**config.mk**
```make
export PLATFORM = sky130hd
export DESIGN_NAME = sysreset_seq
export DESIGN_NICKNAME = d
export VERILOG_FILES = /design/src/rtl/rsc_pkg.sv /design/src/rtl/rsc_decode.sv /design/src/rtl/rsc_arm.sv /design/src/rtl/rsc_pulse.sv /design/src/rtl/sysreset_seq.sv
export SDC_FILE = /design/constraint.sdc
export NUM_CORES = 1
export LEC_CHECK = 0
export BUFFER_PORTS_ARGS = -buffer_cell sky130_fd_sc_hd__buf_2
export CAP_MARGIN = 20
export CORE_UTILIZATION = 46
export CTS_CLUSTER_SIZE = 16
export DETAILED_ROUTE_END_ITERATION = 12
export GPL_ROUTABILITY_DRIVEN = 0
export PLACE_DENSITY_LB_ADDON = 0.08
export SYNTH_ARGS = -nofsm -noshare
export SYNTH_HDL_FRONTEND = slang
export SYNTH_HIERARCHICAL = 1
export SYNTH_SLANG_ARGS = --single-unit
```
**constraint.sdc**
```tcl
create_clock -name clk -period 5.01 [get_ports clk]
set_clock_uncertainty 0.15 [all_clocks]
set_input_delay 0.7515 -clock clk [delete_from_list [all_inputs] [get_ports clk]]
set_output_delay 0.7515 -clock clk [all_outputs]
set_load 0.005 [all_outputs]
```
**src/rtl/rsc_pkg.sv**
```systemverilog
package rsc_pkg;
  typedef enum logic [1:0] {
    RK_NONE = 2'd0,
    RK_HARD = 2'd1,
    RK_SOFT = 2'd2
  } rst_kind_e;

  localparam int unsigned SEL_W    = 2;
  localparam int unsigned TRIG_BIT = 2;
  localparam int unsigned HARD_BIT = 1;
  localparam int unsigned NUM_PULSE = 2;
endpackage

```
**src/rtl/rsc_decode.sv**
```systemverilog
module rsc_decode #(
  parameter int unsigned ADDR_W   = 32,
  parameter int unsigned IO_W     = 16,
  parameter logic [15:0] IO_ADDR  = 16'hCF9,
  parameter logic [31:0] MEM_LO   = 32'hFFFF_FFF0,
  parameter logic [31:0] MEM_HI   = 32'hFFFF_FFF4
) (
  input  logic [ADDR_W-1:0] addr,
  input  logic              is_io,
  output logic              hit
);
  localparam int unsigned N_MEM = 2;

  logic              io_hit;
  logic [N_MEM-1:0]  mem_hit;

  assign io_hit = is_io
               && (addr[ADDR_W-1:IO_W] == '0)
               && (addr[IO_W-1:0] == IO_ADDR[IO_W-1:0]);

  for (genvar g = 0; g < N_MEM; g++) begin : g_alias
    localparam logic [31:0] ALIAS = (g == 0) ? MEM_LO : MEM_HI;
    assign mem_hit[g] = !is_io && (addr == ALIAS[ADDR_W-1:0]);
  end

  assign hit = io_hit || (|mem_hit);
endmodule

```
**src/rtl/rsc_arm.sv**
```systemverilog
module rsc_arm
  import rsc_pkg::*;
(
  input  logic             clk,
  input  logic             rst_n,
  input  logic             wr_en,
  input  logic [2:0]       wr_bits,
  output rst_kind_e        fire_kind,
  output logic [SEL_W-1:0] sel_q,
  output logic             armed_q
);
  logic trig;
  logic match;

  assign trig  = wr_bits[TRIG_BIT];
  assign match = (wr_bits[SEL_W-1:0] == sel_q);

  always_comb begin
    fire_kind = RK_NONE;
    if (wr_en && trig && armed_q && match)
      fire_kind = sel_q[HARD_BIT] ? RK_HARD : RK_SOFT;
  end

  always_ff @(posedge clk) begin
    if (!rst_n) begin
      armed_q <= 1'b0;
      sel_q   <= '0;
    end else if (wr_en) begin
      if (!trig) begin
        sel_q   <= wr_bits[SEL_W-1:0];
        armed_q <= 1'b1;
      end else begin
        armed_q <= 1'b0;
      end
    end
  end

  AST_IDLE_KEEPS_ARM: assert property (@(posedge clk) disable iff (!rst_n)
    (armed_q && !wr_en) |=> (armed_q && $stable(sel_q)));
  AST_FIRE_DISARMS: assert property (@(posedge clk) disable iff (!rst_n)
    (fire_kind != RK_NONE) |=> !armed_q);
  AST_MISMATCH_DISARMS: assert property (@(posedge clk) disable iff (!rst_n)
    (wr_en && trig && !match) |=> (!armed_q && $stable(sel_q)));
  AST_UNARMED_NO_FIRE: assert property (@(posedge clk) disable iff (!rst_n)
    (!armed_q) |-> (fire_kind == RK_NONE));
endmodule

```
**src/rtl/rsc_pulse.sv**
```systemverilog
module rsc_pulse #(
  parameter int unsigned CNT_W = 8
) (
  input  logic             clk,
  input  logic             rst_n,
  input  logic             start,
  input  logic [CNT_W-1:0] len,
  output logic             active
);
  logic [CNT_W-1:0] cnt_q;

  always_ff @(posedge clk) begin
    if (!rst_n) begin
      active <= 1'b0;
      cnt_q  <= '0;
    end else if (start) begin
      active <= 1'b1;
      cnt_q  <= len - CNT_W'(1);
    end else if (active) begin
      if (cnt_q == '0) active <= 1'b0;
      else             cnt_q  <= cnt_q - CNT_W'(1);
    end
  end

  AST_NO_RESTART: assert property (@(posedge clk) disable iff (!rst_n)
    active |-> !start);
  AST_PULSE_HOLDS: assert property (@(posedge clk) disable iff (!rst_n)
    $rose(active) |=> active);
endmodule

```
**src/rtl/sysreset_seq.sv**
```systemverilog
module sysreset_seq
  import rsc_pkg::*;
#(
  parameter int unsigned ADDR_W   = 32,
  parameter int unsigned DATA_W   = 32,
  parameter int unsigned LEN_W    = 8,
  parameter int unsigned MIN_HARD = 16,
  parameter int unsigned INIT_LEN = 4,
  parameter logic [15:0] IO_ADDR  = 16'hCF9,
  parameter logic [31:0] MEM_LO   = 32'hFFFF_FFF0,
  parameter logic [31:0] MEM_HI   = 32'hFFFF_FFF4
) (
  input  logic              clk,
  input  logic              por_n,
  input  logic              wr_valid,
  output logic              wr_ready,
  input  logic [ADDR_W-1:0] wr_addr,
  input  logic [DATA_W-1:0] wr_data,
  input  logic              wr_is_io,
  input  logic [LEN_W-1:0]  hard_len,
  output logic [7:0]        sel_rd_o,
  output logic              cpu_reset_o,
  output logic              pci_reset_o,
  output logic              xbus_reset_o,
  output logic              cpu_init_o
);
  localparam int unsigned RUN_W = LEN_W + 1;

  logic                 hit;
  logic                 wr_en;
  rst_kind_e            fire_kind;
  logic [SEL_W-1:0]     sel_q;
  logic                 armed_q;
  logic [NUM_PULSE-1:0] act;
  logic [LEN_W-1:0]     hard_eff;
  logic                 unused_hi;

  assign unused_hi = ^wr_data[DATA_W-1:3];

  rsc_decode #(
    .ADDR_W (ADDR_W),
    .IO_ADDR(IO_ADDR),
    .MEM_LO (MEM_LO),
    .MEM_HI (MEM_HI)
  ) u_dec (
    .addr (wr_addr),
    .is_io(wr_is_io),
    .hit  (hit)
  );

  assign wr_ready = !(|act);
  assign wr_en    = wr_valid && wr_ready && hit;

  rsc_arm u_arm (
    .clk      (clk),
    .rst_n    (por_n),
    .wr_en    (wr_en),
    .wr_bits  (wr_data[2:0]),
    .fire_kind(fire_kind),
    .sel_q    (sel_q),
    .armed_q  (armed_q)
  );

  assign hard_eff = (hard_len < LEN_W'(MIN_HARD)) ? LEN_W'(MIN_HARD) : hard_len;

  for (genvar g = 0; g < NUM_PULSE; g++) begin : g_pulse
    logic             start_g;
    logic [LEN_W-1:0] len_g;
    if (g == 0) begin : g_hard
      assign start_g = (fire_kind == RK_HARD);
      assign len_g   = hard_eff;
    end else begin : g_init
      assign start_g = (fire_kind == RK_SOFT);
      assign len_g   = LEN_W'(INIT_LEN);
    end
    rsc_pulse #(.CNT_W(LEN_W)) u_pulse (
      .clk   (clk),
      .rst_n (por_n),
      .start (start_g),
      .len   (len_g),
      .active(act[g])
    );
  end

  assign cpu_reset_o  = act[0];
  assign pci_reset_o  = act[0];
  assign xbus_reset_o = act[0];
  assign cpu_init_o   = act[1];
  assign sel_rd_o     = {6'b0, sel_q};

  // run-length monitors for the pulse-width checks
  logic [RUN_W-1:0] hard_run_q;
  logic [RUN_W-1:0] init_run_q;
  always_ff @(posedge clk) begin
    if (!por_n) begin
      hard_run_q <= '0;
      init_run_q <= '0;
    end else begin
      hard_run_q <= act[0] ? hard_run_q + RUN_W'(1) : '0;
      init_run_q <= act[1] ? init_run_q + RUN_W'(1) : '0;
    end
  end

  AST_KINDS_EXCLUSIVE: assert property (@(posedge clk) disable iff (!por_n)
    !(act[0] && act[1]));
  AST_HARD_FLOOR: assert property (@(posedge clk) disable iff (!por_n)
    $fell(act[0]) |-> (hard_run_q >= RUN_W'(MIN_HARD)));
  AST_INIT_WIDTH: assert property (@(posedge clk) disable iff (!por_n)
    $fell(act[1]) |-> (init_run_q == RUN_W'(INIT_LEN)));
  AST_BUSY_STALLS: assert property (@(posedge clk) disable iff (!por_n)
    (act != '0) |=> $stable(sel_q));
  AST_RD_HIGH_ZERO: assert property (@(posedge clk) disable iff (!por_n)
    sel_rd_o[7:2] == 6'b0);
endmodule

```
==> run_results.csv <==
group,metric,value,unit
layout,areaGrowthSynthToFinish,22.84,%
floorplanning,initial_core_util,49.65,%
worst_setup_path,crit_path_max_incr_delay,0.38,ns
route,drt_iter0_drc,49,
clock_tree,postCtsResizedCells,0,
floorplanning,rows,21,
clock_tree,numCtsBuffers,3,
synth,yosysWarnings,6,
floorplanning,core_area,0.003442,mm2
route,drt_pre_antenna_iters,4,
synth,yosys.area.top_type_share,24.60,%
sta,min_period,3.927,ns
clock_tree,postCtsHoldBufs,0,
worst_setup_path,critPathTopFamily,"simple AND/OR/NAND/NOR gates",
synth,yosysSeqAreaShare,24.60,%
worst_setup_path,crit_type,"in2reg",
clock_tree,cts_root_buffer,"clkbuf_8",
clock_tree,clock_sinks,21,
sta,setup_violations,0,
route,drc,0,
job,drv_cap,0,
sta,setup-tns-final,0,ns
global_route,use_met2,36.69,%
clock_tree,clock_path_buffers,2,
worst_setup_path,crit_required,5.02,ns
global_route,grt_max_degree,26,
placed_design,dp_slack,0.7717,ns
layout,antennaDiodeCount,0,
floorplanning,io_pins,89,
route,vias,1653,
clock_tree,tritoncts,"yes",
power_and_ir_drop,power_density,153.0,mW/mm2
layout,ff_latch_area,420.4,um2
synth,synth_cell_types,40,
power_and_ir_drop,leakage,0.9837,nW
worst_setup_path,crit_buf_inv,2,
sta,fmax,254.6,MHz
global_route,met3_usage,2.737,%
power_and_ir_drop,peakVddDrop,93.76,uV
sta,setup_ws,1.083,ns
global_route,overflow,0,
global_route,grt_pass1_wl,6.265,mm
route,ant_nets,0,
clock_tree,htreeDepth,1,
floorplanning,die_x,62.96,um
synth,synth_xor_area_share,9.736,%
synth,synth_top_family_by_area,"simple AND/OR/NAND/NOR gates",
global_route,grt_pass1_vias,1509,
worst_hold_path,hold_path.class,"reg2reg",
sta,drv_slew,0,
layout,multi_input_area,0.001281,mm2
synth,synth_area_per_cell,8.062,um2
layout,final_cell_mix,"buf_2 (53), nor2_1 (27), conb_1 (27)",
worst_setup_path,critical_path.cell_chain,"buf_2 > nor4_1 > nand4_1 > or3_1 > a21oi_1 > and3_1 > nand4_1 > nor3_1 > nor2b_1 > buf_4 > mux2i_1 > ha_1 > and3b_1 > o31ai_2 > nor2_1 > xor2_1 > o211a_1",
floorplanning,fp.dieH,62.96,um
worst_setup_path,cp-start-kind,"input pin",
floorplanning,fp.dieArea,0.003963,mm2
sta,rsz0062_at_grt,"no",
worst_setup_path,critPathCaptureType,"register",
synth,synthFlopType,"dfxtp_1",
sta,finalHoldViolCount,0,
global_route,grt_usage,19.35,%
worst_setup_path,cpMaxStageDelayCell,"or3_1",
synth,synthMuxAreaShare,3.514,%
layout,nFillCells,348,
synth,synth-seq-cells,21,
placed_design,portBuffers,53,
worst_setup_path,crit_arrival,3.93,ns
sta,finalCritPeriodShare,78.39,%
global_route,grt-busiest-layer,"met2",
placed_design,hpwl,2.920,mm
worst_setup_path,cp_max_fo,25,
run_status,status,"completed",
global_route,grt_use_met1,21.06,%
synth,synthAdderAreaFrac,1.464,%
clock_tree,cts_setup_buffers,0,
synth,synth_edf_count,0,
layout,drive_gt1_share,26.33,%
synth,synth-async-reset-ratio,0,%
route,wl_per_cell,11.12,um
synth,syn_area,0.001709,mm2
synth,synth_top_area_cell,"dfxtp_1",
synth,synth-compound-area-share,20.64,%
route,wirelength,3.636,mm
clock_tree,cts.clk_slew.worst_paths,0.07,ns
synth,synthCells,212,
clock_tree,clk_latency,0.26,ns
layout,nNetsFinal,360,
synth,synthSimpleGateAreaFrac,33.67,%
route,via_per_inst,5.055,
synth,synthTopCellsByArea,"dfxtp_1 (25%), nor2_1 (5.9%), xor2_1 (5.1%), xnor2_1 (4.6%), o211a_1 (4.1%)",
global_route,antenna_found_initial,0,
layout,layout_commonest_cell,"buf_2",
worst_setup_path,crit_top_cell,"nand4_1",
[path summary, 6_finish.rpt]
kind                            slack (ns)                     endpoint  cells past startpoint                      start
worst min register to register        0.35                u_arm/armed_q                      1              u_arm/armed_q
worst min-delay path                  0.35                u_arm/armed_q                      1              u_arm/armed_q
worst max register to register        2.02  g_pulse[1].u_pulse/cnt_q[6]                     13  g_pulse[0].u_pulse/active
worst max-delay path                  1.08  g_pulse[1].u_pulse/cnt_q[6]                     17                wr_addr[16]
[routing by layer]
metal | part of all wire [%] | up-vias
li1 | - | 881
met1 | 42 | 736
met2 | 53 | 29
met3 | 2.7 | 7
met4 | 1.9 | 0
met5 | 0 | -
[registers in the layout, indices dropped and copies added, names as in the netlist]
register	flops
u_arm/armed_q	1
g_pulse.u_pulse/active	2
u_arm/sel_q	2
g_pulse.u_pulse/cnt_q	16
[where the power goes]
group	leakage [nW]	switching, mW	internal [mW]
clock	0.0228	0.0526	0.0566
sequential	0.169	0.00000000000329	0.167
combinational	0.792	0.0232	0.0220
total	0.984	0.0759	0.245
[final cells by class]
class | count | area share (%)
clock buffer | 4 | 2.145
multi-input combinational | 197 | 61.03
sequential | 21 | 20.02
inverter | 4 | 0.7151
tap | 46 | 2.741
timing repair buffer | 55 | 13.35
[metrics by stage]
step / hold WS (ns) / utilization [%] / area, um2 / cells / total power, mW
2_1_floorplan: 0.3215 / - / 1803 / 237 / 0.1946
3_3_place_gp: 0.3359 / 59.69 / 2054 / 323 / 0.2151
3_5_place_dp: 0.3419 / 59.69 / 2054 / 323 / 0.2155
4_1_cts: 0.3599 / 61.00 / 2100 / 327 / 0.3262
5_1_grt: 0.3762 / 61.00 / 2100 / 327 / 0.3403
6_report: 0.3530 / 61.00 / 2100 / 327 / 0.3213
[synthesized netlist by cell type, types with 4 or more instances]
cell / n
a21oi_1: 11
inv_1: 4
or3_1: 5
nand2_1: 15
xor2_1: 10
nor4_1: 10
xnor2_1: 9
clkbuf_1: 5
nor3_1: 12
dfxtp_1: 21
nor2_1: 27
o211a_1: 7
mux2i_1: 6
nand4_1: 8
buf_4: 8
a211oi_1: 4
o31ai_2: 4
nor2b_1: 8
[cells by family (layout without fill, tap and decap cells)]
| family | after synthesis | count (layout) |
|---|---|---|
| buffers and inverters | 19 | 63 |
| XOR/XNOR | 19 | 19 |
| flip-flops | 21 | 21 |
| AND/OR/NAND/NOR | 101 | 101 |
| other | 2 | 27 |
| AO/OA/AOI/OAI | 42 | 42 |
| multiplexers | 6 | 6 |
| adder cells (fa/ha/maj) | 2 | 2 |
Note: power is estimated with default switching activity, not from simulation.
